[src/rtl/sps_pkg.sv]
package sps_pkg;
  localparam int SETUP_W = 4;
  localparam int HOLD_W  = 4;
  localparam int DPH_W   = 8;
  localparam int CNT_W   = (DPH_W > SETUP_W) ? ((DPH_W > HOLD_W) ? DPH_W : HOLD_W)
                                             : ((SETUP_W > HOLD_W) ? SETUP_W : HOLD_W);

  typedef enum logic [1:0] {
    PH_IDLE  = 2'd0,
    PH_SETUP = 2'd1,
    PH_HOLD  = 2'd2,
    PH_DATA  = 2'd3
  } phase_e;

  typedef struct packed {
    logic [SETUP_W-1:0] setup;
    logic [HOLD_W-1:0]  hold;
    logic [DPH_W-1:0]   data;
  } timing_t;

  // slowest timing after reset
  localparam timing_t TIMING_RST = '{setup: '1, hold: '1, data: '1};

  // reserved zero codes run as one cycle
  function automatic timing_t fix_reserved(timing_t t);
    timing_t r;
    r = t;
    if (t.hold == '0) r.hold = HOLD_W'(1);
    if (t.data == '0) r.data = DPH_W'(1);
    return r;
  endfunction

  function automatic logic [CNT_W-1:0] span(logic [CNT_W-1:0] len);
    return len - CNT_W'(1);
  endfunction
endpackage

[src/rtl/sps_req_latch.sv]
module sps_req_latch
  import sps_pkg::*;
#(
  parameter int ADDR_W = 16,
  parameter int BUS_W  = 16
) (
  input  logic              clk_i,
  input  logic              rst_ni,
  input  logic              load_i,
  input  logic              write_i,
  input  logic              mux_i,
  input  logic [ADDR_W-1:0] addr_i,
  input  logic [BUS_W-1:0]  wdata_i,
  input  timing_t           timing_i,
  output logic              write_o,
  output logic              mux_o,
  output logic [ADDR_W-1:0] addr_o,
  output logic [BUS_W-1:0]  wdata_o,
  output timing_t           timing_o
);
  always_ff @(posedge clk_i or negedge rst_ni) begin
    if (!rst_ni) begin
      write_o  <= 1'b0;
      mux_o    <= 1'b0;
      addr_o   <= '0;
      wdata_o  <= '0;
      timing_o <= TIMING_RST;
    end else if (load_i) begin
      write_o  <= write_i;
      mux_o    <= mux_i;
      addr_o   <= addr_i;
      wdata_o  <= wdata_i;
      timing_o <= timing_i;
    end
  end
endmodule

[src/rtl/sps_phase_fsm.sv]
module sps_phase_fsm
  import sps_pkg::*;
(
  input  logic    clk_i,
  input  logic    rst_ni,
  input  logic    req_valid_i,
  input  logic    mux_i,
  input  timing_t timing_i,
  input  logic    mux_q_i,
  input  timing_t timing_q_i,
  output phase_e  phase_o,
  output logic    last_o,
  output logic    accept_o
);
  phase_e           phase_q, phase_d;
  logic [CNT_W-1:0] cnt_q, cnt_d;
  logic             last;

  assign last     = (phase_q != PH_IDLE) && (cnt_q == '0);
  assign accept_o = (phase_q == PH_IDLE) && req_valid_i;
  assign phase_o  = phase_q;
  assign last_o   = last;

  always_comb begin
    phase_d = phase_q;
    cnt_d   = cnt_q;
    if (phase_q != PH_IDLE && !last) cnt_d = cnt_q - CNT_W'(1);
    unique case (phase_q)
      PH_IDLE: begin
        if (req_valid_i) begin
          // first phase uses the fields being captured now
          if (timing_i.setup != '0) begin
            phase_d = PH_SETUP;
            cnt_d   = span(CNT_W'(timing_i.setup));
          end else if (mux_i) begin
            phase_d = PH_HOLD;
            cnt_d   = span(CNT_W'(timing_i.hold));
          end else begin
            phase_d = PH_DATA;
            cnt_d   = span(CNT_W'(timing_i.data));
          end
        end
      end
      PH_SETUP: begin
        if (last) begin
          if (mux_q_i) begin
            phase_d = PH_HOLD;
            cnt_d   = span(CNT_W'(timing_q_i.hold));
          end else begin
            phase_d = PH_DATA;
            cnt_d   = span(CNT_W'(timing_q_i.data));
          end
        end
      end
      PH_HOLD: begin
        if (last) begin
          phase_d = PH_DATA;
          cnt_d   = span(CNT_W'(timing_q_i.data));
        end
      end
      PH_DATA: begin
        if (last) phase_d = PH_IDLE;
      end
      default: phase_d = PH_IDLE;
    endcase
  end

  always_ff @(posedge clk_i or negedge rst_ni) begin
    if (!rst_ni) begin
      phase_q <= PH_IDLE;
      cnt_q   <= '0;
    end else begin
      phase_q <= phase_d;
      cnt_q   <= cnt_d;
    end
  end
endmodule

[src/rtl/sps_bus_drv.sv]
module sps_bus_drv
  import sps_pkg::*;
#(
  parameter int ADDR_W = 16,
  parameter int BUS_W  = 16
) (
  input  logic              clk_i,
  input  logic              rst_ni,
  input  phase_e            phase_i,
  input  logic              last_i,
  input  logic              write_i,
  input  logic              mux_i,
  input  logic [ADDR_W-1:0] addr_i,
  input  logic [BUS_W-1:0]  wdata_i,
  input  logic [BUS_W-1:0]  mem_ad_i,
  output logic              cs_n_o,
  output logic              oe_n_o,
  output logic              we_n_o,
  output logic              adv_n_o,
  output logic [ADDR_W-1:0] addr_o,
  output logic [BUS_W-1:0]  ad_o,
  output logic              ad_oe_o,
  output logic              done_o,
  output logic [BUS_W-1:0]  rdata_o
);
  logic active, addr_ph, data_ph;

  assign active  = (phase_i != PH_IDLE);
  assign addr_ph = (phase_i == PH_SETUP) || (phase_i == PH_HOLD);
  assign data_ph = (phase_i == PH_DATA);

  assign cs_n_o  = !active;
  assign oe_n_o  = !(data_ph && !write_i);
  assign we_n_o  = !(data_ph && write_i);
  assign adv_n_o = !((phase_i == PH_SETUP) && mux_i);
  assign addr_o  = active ? addr_i : '0;

  always_comb begin
    ad_o    = '0;
    ad_oe_o = 1'b0;
    if (addr_ph && mux_i) begin
      ad_o    = BUS_W'(addr_i);
      ad_oe_o = 1'b1;
    end else if (data_ph && write_i) begin
      ad_o    = wdata_i;
      ad_oe_o = 1'b1;
    end
  end

  always_ff @(posedge clk_i or negedge rst_ni) begin
    if (!rst_ni) begin
      done_o  <= 1'b0;
      rdata_o <= '0;
    end else begin
      done_o <= data_ph && last_i;
      if (data_ph && last_i && !write_i) rdata_o <= mem_ad_i;
    end
  end
endmodule

[src/rtl/sram_phase_seq.sv]
module sram_phase_seq
  import sps_pkg::*;
#(
  parameter int ADDR_W = 16,
  parameter int BUS_W  = 16
) (
  input  logic               clk_i,
  input  logic               rst_ni,
  input  logic               req_valid_i,
  output logic               req_ready_o,
  input  logic               req_write_i,
  input  logic               req_mux_i,
  input  logic [ADDR_W-1:0]  req_addr_i,
  input  logic [BUS_W-1:0]   req_wdata_i,
  input  logic [SETUP_W-1:0] cfg_setup_i,
  input  logic [HOLD_W-1:0]  cfg_hold_i,
  input  logic [DPH_W-1:0]   cfg_data_i,
  output logic               mem_cs_n_o,
  output logic               mem_oe_n_o,
  output logic               mem_we_n_o,
  output logic               mem_adv_n_o,
  output logic [ADDR_W-1:0]  mem_addr_o,
  output logic [BUS_W-1:0]   mem_ad_o,
  output logic               mem_ad_oe_o,
  input  logic [BUS_W-1:0]   mem_ad_i,
  output logic               done_o,
  output logic [BUS_W-1:0]   rdata_o
);
  timing_t           timing_in, timing_q;
  logic              accept, last;
  logic              write_q, mux_q;
  logic [ADDR_W-1:0] addr_q;
  logic [BUS_W-1:0]  wdata_q;
  phase_e            phase;

  assign timing_in   = fix_reserved('{setup: cfg_setup_i, hold: cfg_hold_i, data: cfg_data_i});
  assign req_ready_o = (phase == PH_IDLE);

  sps_req_latch #(.ADDR_W(ADDR_W), .BUS_W(BUS_W)) u_latch (
    .clk_i    (clk_i),
    .rst_ni   (rst_ni),
    .load_i   (accept),
    .write_i  (req_write_i),
    .mux_i    (req_mux_i),
    .addr_i   (req_addr_i),
    .wdata_i  (req_wdata_i),
    .timing_i (timing_in),
    .write_o  (write_q),
    .mux_o    (mux_q),
    .addr_o   (addr_q),
    .wdata_o  (wdata_q),
    .timing_o (timing_q)
  );

  sps_phase_fsm u_fsm (
    .clk_i      (clk_i),
    .rst_ni     (rst_ni),
    .req_valid_i(req_valid_i),
    .mux_i      (req_mux_i),
    .timing_i   (timing_in),
    .mux_q_i    (mux_q),
    .timing_q_i (timing_q),
    .phase_o    (phase),
    .last_o     (last),
    .accept_o   (accept)
  );

  sps_bus_drv #(.ADDR_W(ADDR_W), .BUS_W(BUS_W)) u_drv (
    .clk_i   (clk_i),
    .rst_ni  (rst_ni),
    .phase_i (phase),
    .last_i  (last),
    .write_i (write_q),
    .mux_i   (mux_q),
    .addr_i  (addr_q),
    .wdata_i (wdata_q),
    .mem_ad_i(mem_ad_i),
    .cs_n_o  (mem_cs_n_o),
    .oe_n_o  (mem_oe_n_o),
    .we_n_o  (mem_we_n_o),
    .adv_n_o (mem_adv_n_o),
    .addr_o  (mem_addr_o),
    .ad_o    (mem_ad_o),
    .ad_oe_o (mem_ad_oe_o),
    .done_o  (done_o),
    .rdata_o (rdata_o)
  );
endmodule

[config.mk]
export PLATFORM = sky130hd
export DESIGN_NAME = sram_phase_seq
export DESIGN_NICKNAME = d
export VERILOG_FILES = /design/src/rtl/sps_pkg.sv /design/src/rtl/sps_req_latch.sv /design/src/rtl/sps_phase_fsm.sv /design/src/rtl/sps_bus_drv.sv /design/src/rtl/sram_phase_seq.sv
export SDC_FILE = /design/constraint.sdc
export NUM_CORES = 1
export LEC_CHECK = 0
export CAP_MARGIN = 10
export CORE_ASPECT_RATIO = 0.9
export CORE_MARGIN = 5
export CORE_UTILIZATION = 55
export CTS_BUF_LIST = sky130_fd_sc_hd__clkbuf_4 sky130_fd_sc_hd__clkbuf_8 sky130_fd_sc_hd__clkbuf_16
export CTS_CLUSTER_DIAMETER = 200
export CTS_CLUSTER_SIZE = 12
export DETAILED_ROUTE_END_ITERATION = 8
export DONT_BUFFER_PORTS = 1
export HOLD_SLACK_MARGIN = 0.08
export PLACE_DENSITY = 0.71
export SLEW_MARGIN = 20
export SYNTH_ARGS = -nofsm -noshare
export SYNTH_HDL_FRONTEND = slang
export SYNTH_SLANG_ARGS = --single-unit
[constraint.sdc]
create_clock -name clk_i -period 2.8 [get_ports clk_i]
set_input_delay 0.14 -clock clk_i [delete_from_list [all_inputs] [get_ports clk_i]]
set_output_delay 0.14 -clock clk_i [all_outputs]
set_load 0.1 [all_outputs]
==> impl_metrics.json <==
{
  "stdcell_count": 560,
  "dr_total_vias": 3228,
  "arrival_ns": 2.70,
  "drv_cap": 0,
  "fp.dieArea_sq_mm": 0.00906,
  "async_reset_ff_share_pct": 100,
  "syn_area_per_cell_sq_um": 11.1,
  "antennaDiodeCount": 0,
  "wirelength_um": 10800,
  "die_x_um": 99.8,
  "fin_crit_ns": 2.48,
  "fin_skew_ns": 0.00719,
  "status": "finished, final reports clean",
  "cts_tree": "yes",
  "ios": 124,
  "gr-total-overflow": 0,
  "utilization_pct": 77.6,
  "cts_root_buf": "clkbuf_8",
  "cts_max_level": 3,
  "syn_to_final_growth_pct": 37.6,
  "layout.cells.most_common": "dlygate4sd3_1",
  "rows": 29,
  "worstMarginPinSlew_ns": 0.917,
  "grt_pass1_wl_um": 17100,
  "fp.dieH_um": 90.8,
  "end_kind": "register",
  "ant_nets": 0,
  "cts.sinks": 73,
  "synth_edf_count": 0,
  "n_fill_cell": 426,
  "cp-startpoint": "u_fsm.phase_o[0]",
  "slew_headroom_pct": 38.9,
  "final.setup.tns_ns": 0,
  "post-route-period-util_pct": 88.4,
  "dp_cells": 477,
  "maxSlewViolCount": 0,
  "yosys_register_bits": 73,
  "worstSkewPairLatency_ns": 0.35,
  "cts_buffers": 9,
  "grt_max_degree": 74,
  "firstDrtPassIters": 4,
  "antenna_found_initial": 0,
  "clkTransAtPathRegs_ns": 0.08,
  "crit_path_start_kind": "register",
  "hold_viol": 0,
  "setup_viol": 0,
  "avgRoutedWirePerCell_um": 19.3,
  "core_area_sq_mm": 0.00708,
  "cts_setup_buffers": 0,
  "drive_gt1_share_pct": 33.8,
  "final_nets": 542,
  "start_util_pct": 56.4,
  "io_buffers": 0,
  "rsz0062_at_grt": "false",
  "clockBufferDepth": 2,
  "crit_fanout": 16,
  "grt_pass1_vias": 3369,
  "place_hpwl_um": 6940,
  "dpl-instance-area_sq_mm": 0.00460,
  "worstHoldStart": "cfg_data_i[4]",
  "timing.fmax_mhz": 404,
  "r2r_start": "u_fsm.phase_o[0]",
  "synth_nets": 439,
  "place_congestion": 0.918,
  "worstHoldPathType": "in -> reg",
  "worstSetupPathType": "reg -> reg",
  "ys.flop_type": "dfrtp_1",
  "worstPathRequired_ns": 3.02,
  "drc_errors": 0,
  "most-common-layout-cells": "dlygate4sd3_1 (66), dfrtp_1 (61), mux2_2 (46)",
  "synth_cell_types": 49,
  "seq_area_frac_synth_pct": 46.1,
  "yosys_warnings": 0,
  "routed_via_density": 5.76,
  "first_iter_violations": 182,
  "globalRouteTotalUtil_pct": 23.9,
  "syn_inst": 359,
  "syn_area_sq_mm": 0.00399,
  "final_area_sq_mm": 0.00549
}
[kinds of logic after synthesis]
| group | synth area share [%] |
|---|---|
| AOI/OAI and AO/OA | 12.2 |
| xor gates and xnor gates | 3.07 |
| adders and majority gates | 3.45 |
| buffers and inverters | 3.95 |
| DFF | 46.1 |
| muxes | 19.2 |
| and+or+nand+nor | 12.0 |
[flip-flops by register name (all words and copies together) (netlist names)]
signal            cells
u_fsm.phase_o         2
u_latch.mux_o         1
u_latch.timing_o     12
u_latch.addr_o       16
u_latch.write_o       1
u_drv.rdata_o        16
u_latch.wdata_o      16
u_fsm.cnt_q           8
u_drv.done_o          1
[synth_stat cells, drive strengths merged (6+ instances only)]
cell    number  area (sq um)
nand2       21          78.8
clkbuf      10          37.5
xnor2       12           105
nor4         6          37.5
dfrtp       61          1530
nor3        11          55.1
nor2        16          60.1
a21oi        9          45.0
o22ai        6          37.5
a22o        16           140
o21ai       19          95.1
ha          11           138
nor2b       17           106
mux2        61           724
buf          8          60.1
o211ai       6          45.0
dfstp       12           315
inv         16          60.1
[critical path, stage by stage (launching register included)]
cell and delay [ns]:
dfrtp_1 0.43, inv_1 0.12, ha_4 0.18, or3b_1 0.45
or3_4 0.38, or2_1 0.23, buf_4 0.22, mux2_1 0.34
[timing repair]
action,4_1_cts,5_1_grt
gates resized for setup,0,0
endpoints found under the hold margin,142,0
hold buffers,67,0
[layout make-up]
type / count / area (sq um) / share of cell area (%)
clock buffers: 10 / 138 / 2.51
clock inverters: 6 / 66.3 / 1.21
inverters: 16 / 60.1 / 1.09
multi-input cells: 252 / 2060 / 37.5
flip-flops and latches: 73 / 1840 / 33.5
well taps: 93 / 116 / 2.12
repair buffers: 110 / 1210 / 22.1
[metal layers]
metal | global-route usage [%] | vias to the layer above | routed length [um]
li1 | - | 1499 | -
met3 | 6.41 | 19 | 825
met2 | 40.4 | 146 | 5480
met5 | 0 | - | 0
met1 | 28.9 | 1564 | 4270
met4 | 8.65 | 0 | 225
[metrics by stage]
stage / worst slack, ns / hold WS, ns
6_report: 0.324 / 0.106
5_1_grt: 0.187 / 0.0977
4_1_cts: 0.318 / 0.0857
3_5_place_dp: 0.345 / -0.153
3_3_place_gp: 0.433 / -0.153
2_1_floorplan: 0.00859 / -0.156
[final timing paths]
check / end / slack (ns) / cells after the start
worst max-delay path: u_drv.rdata_o[1] / 0.32 / 7
worst min register to register: u_latch.timing_o[8] / 0.51 / 2
min in group asynchronous: u_fsm.cnt_q[1] / 0.35 / 2
max in group asynchronous: u_latch.timing_o[9] / 2.10 / 2
worst max register to register: u_drv.rdata_o[1] / 0.32 / 7
worst min-delay path: u_fsm.cnt_q[4] / 0.11 / 3
Power is not shown: default switching activity piles up to over one toggle a cycle in this logic, so the estimate is an artifact.
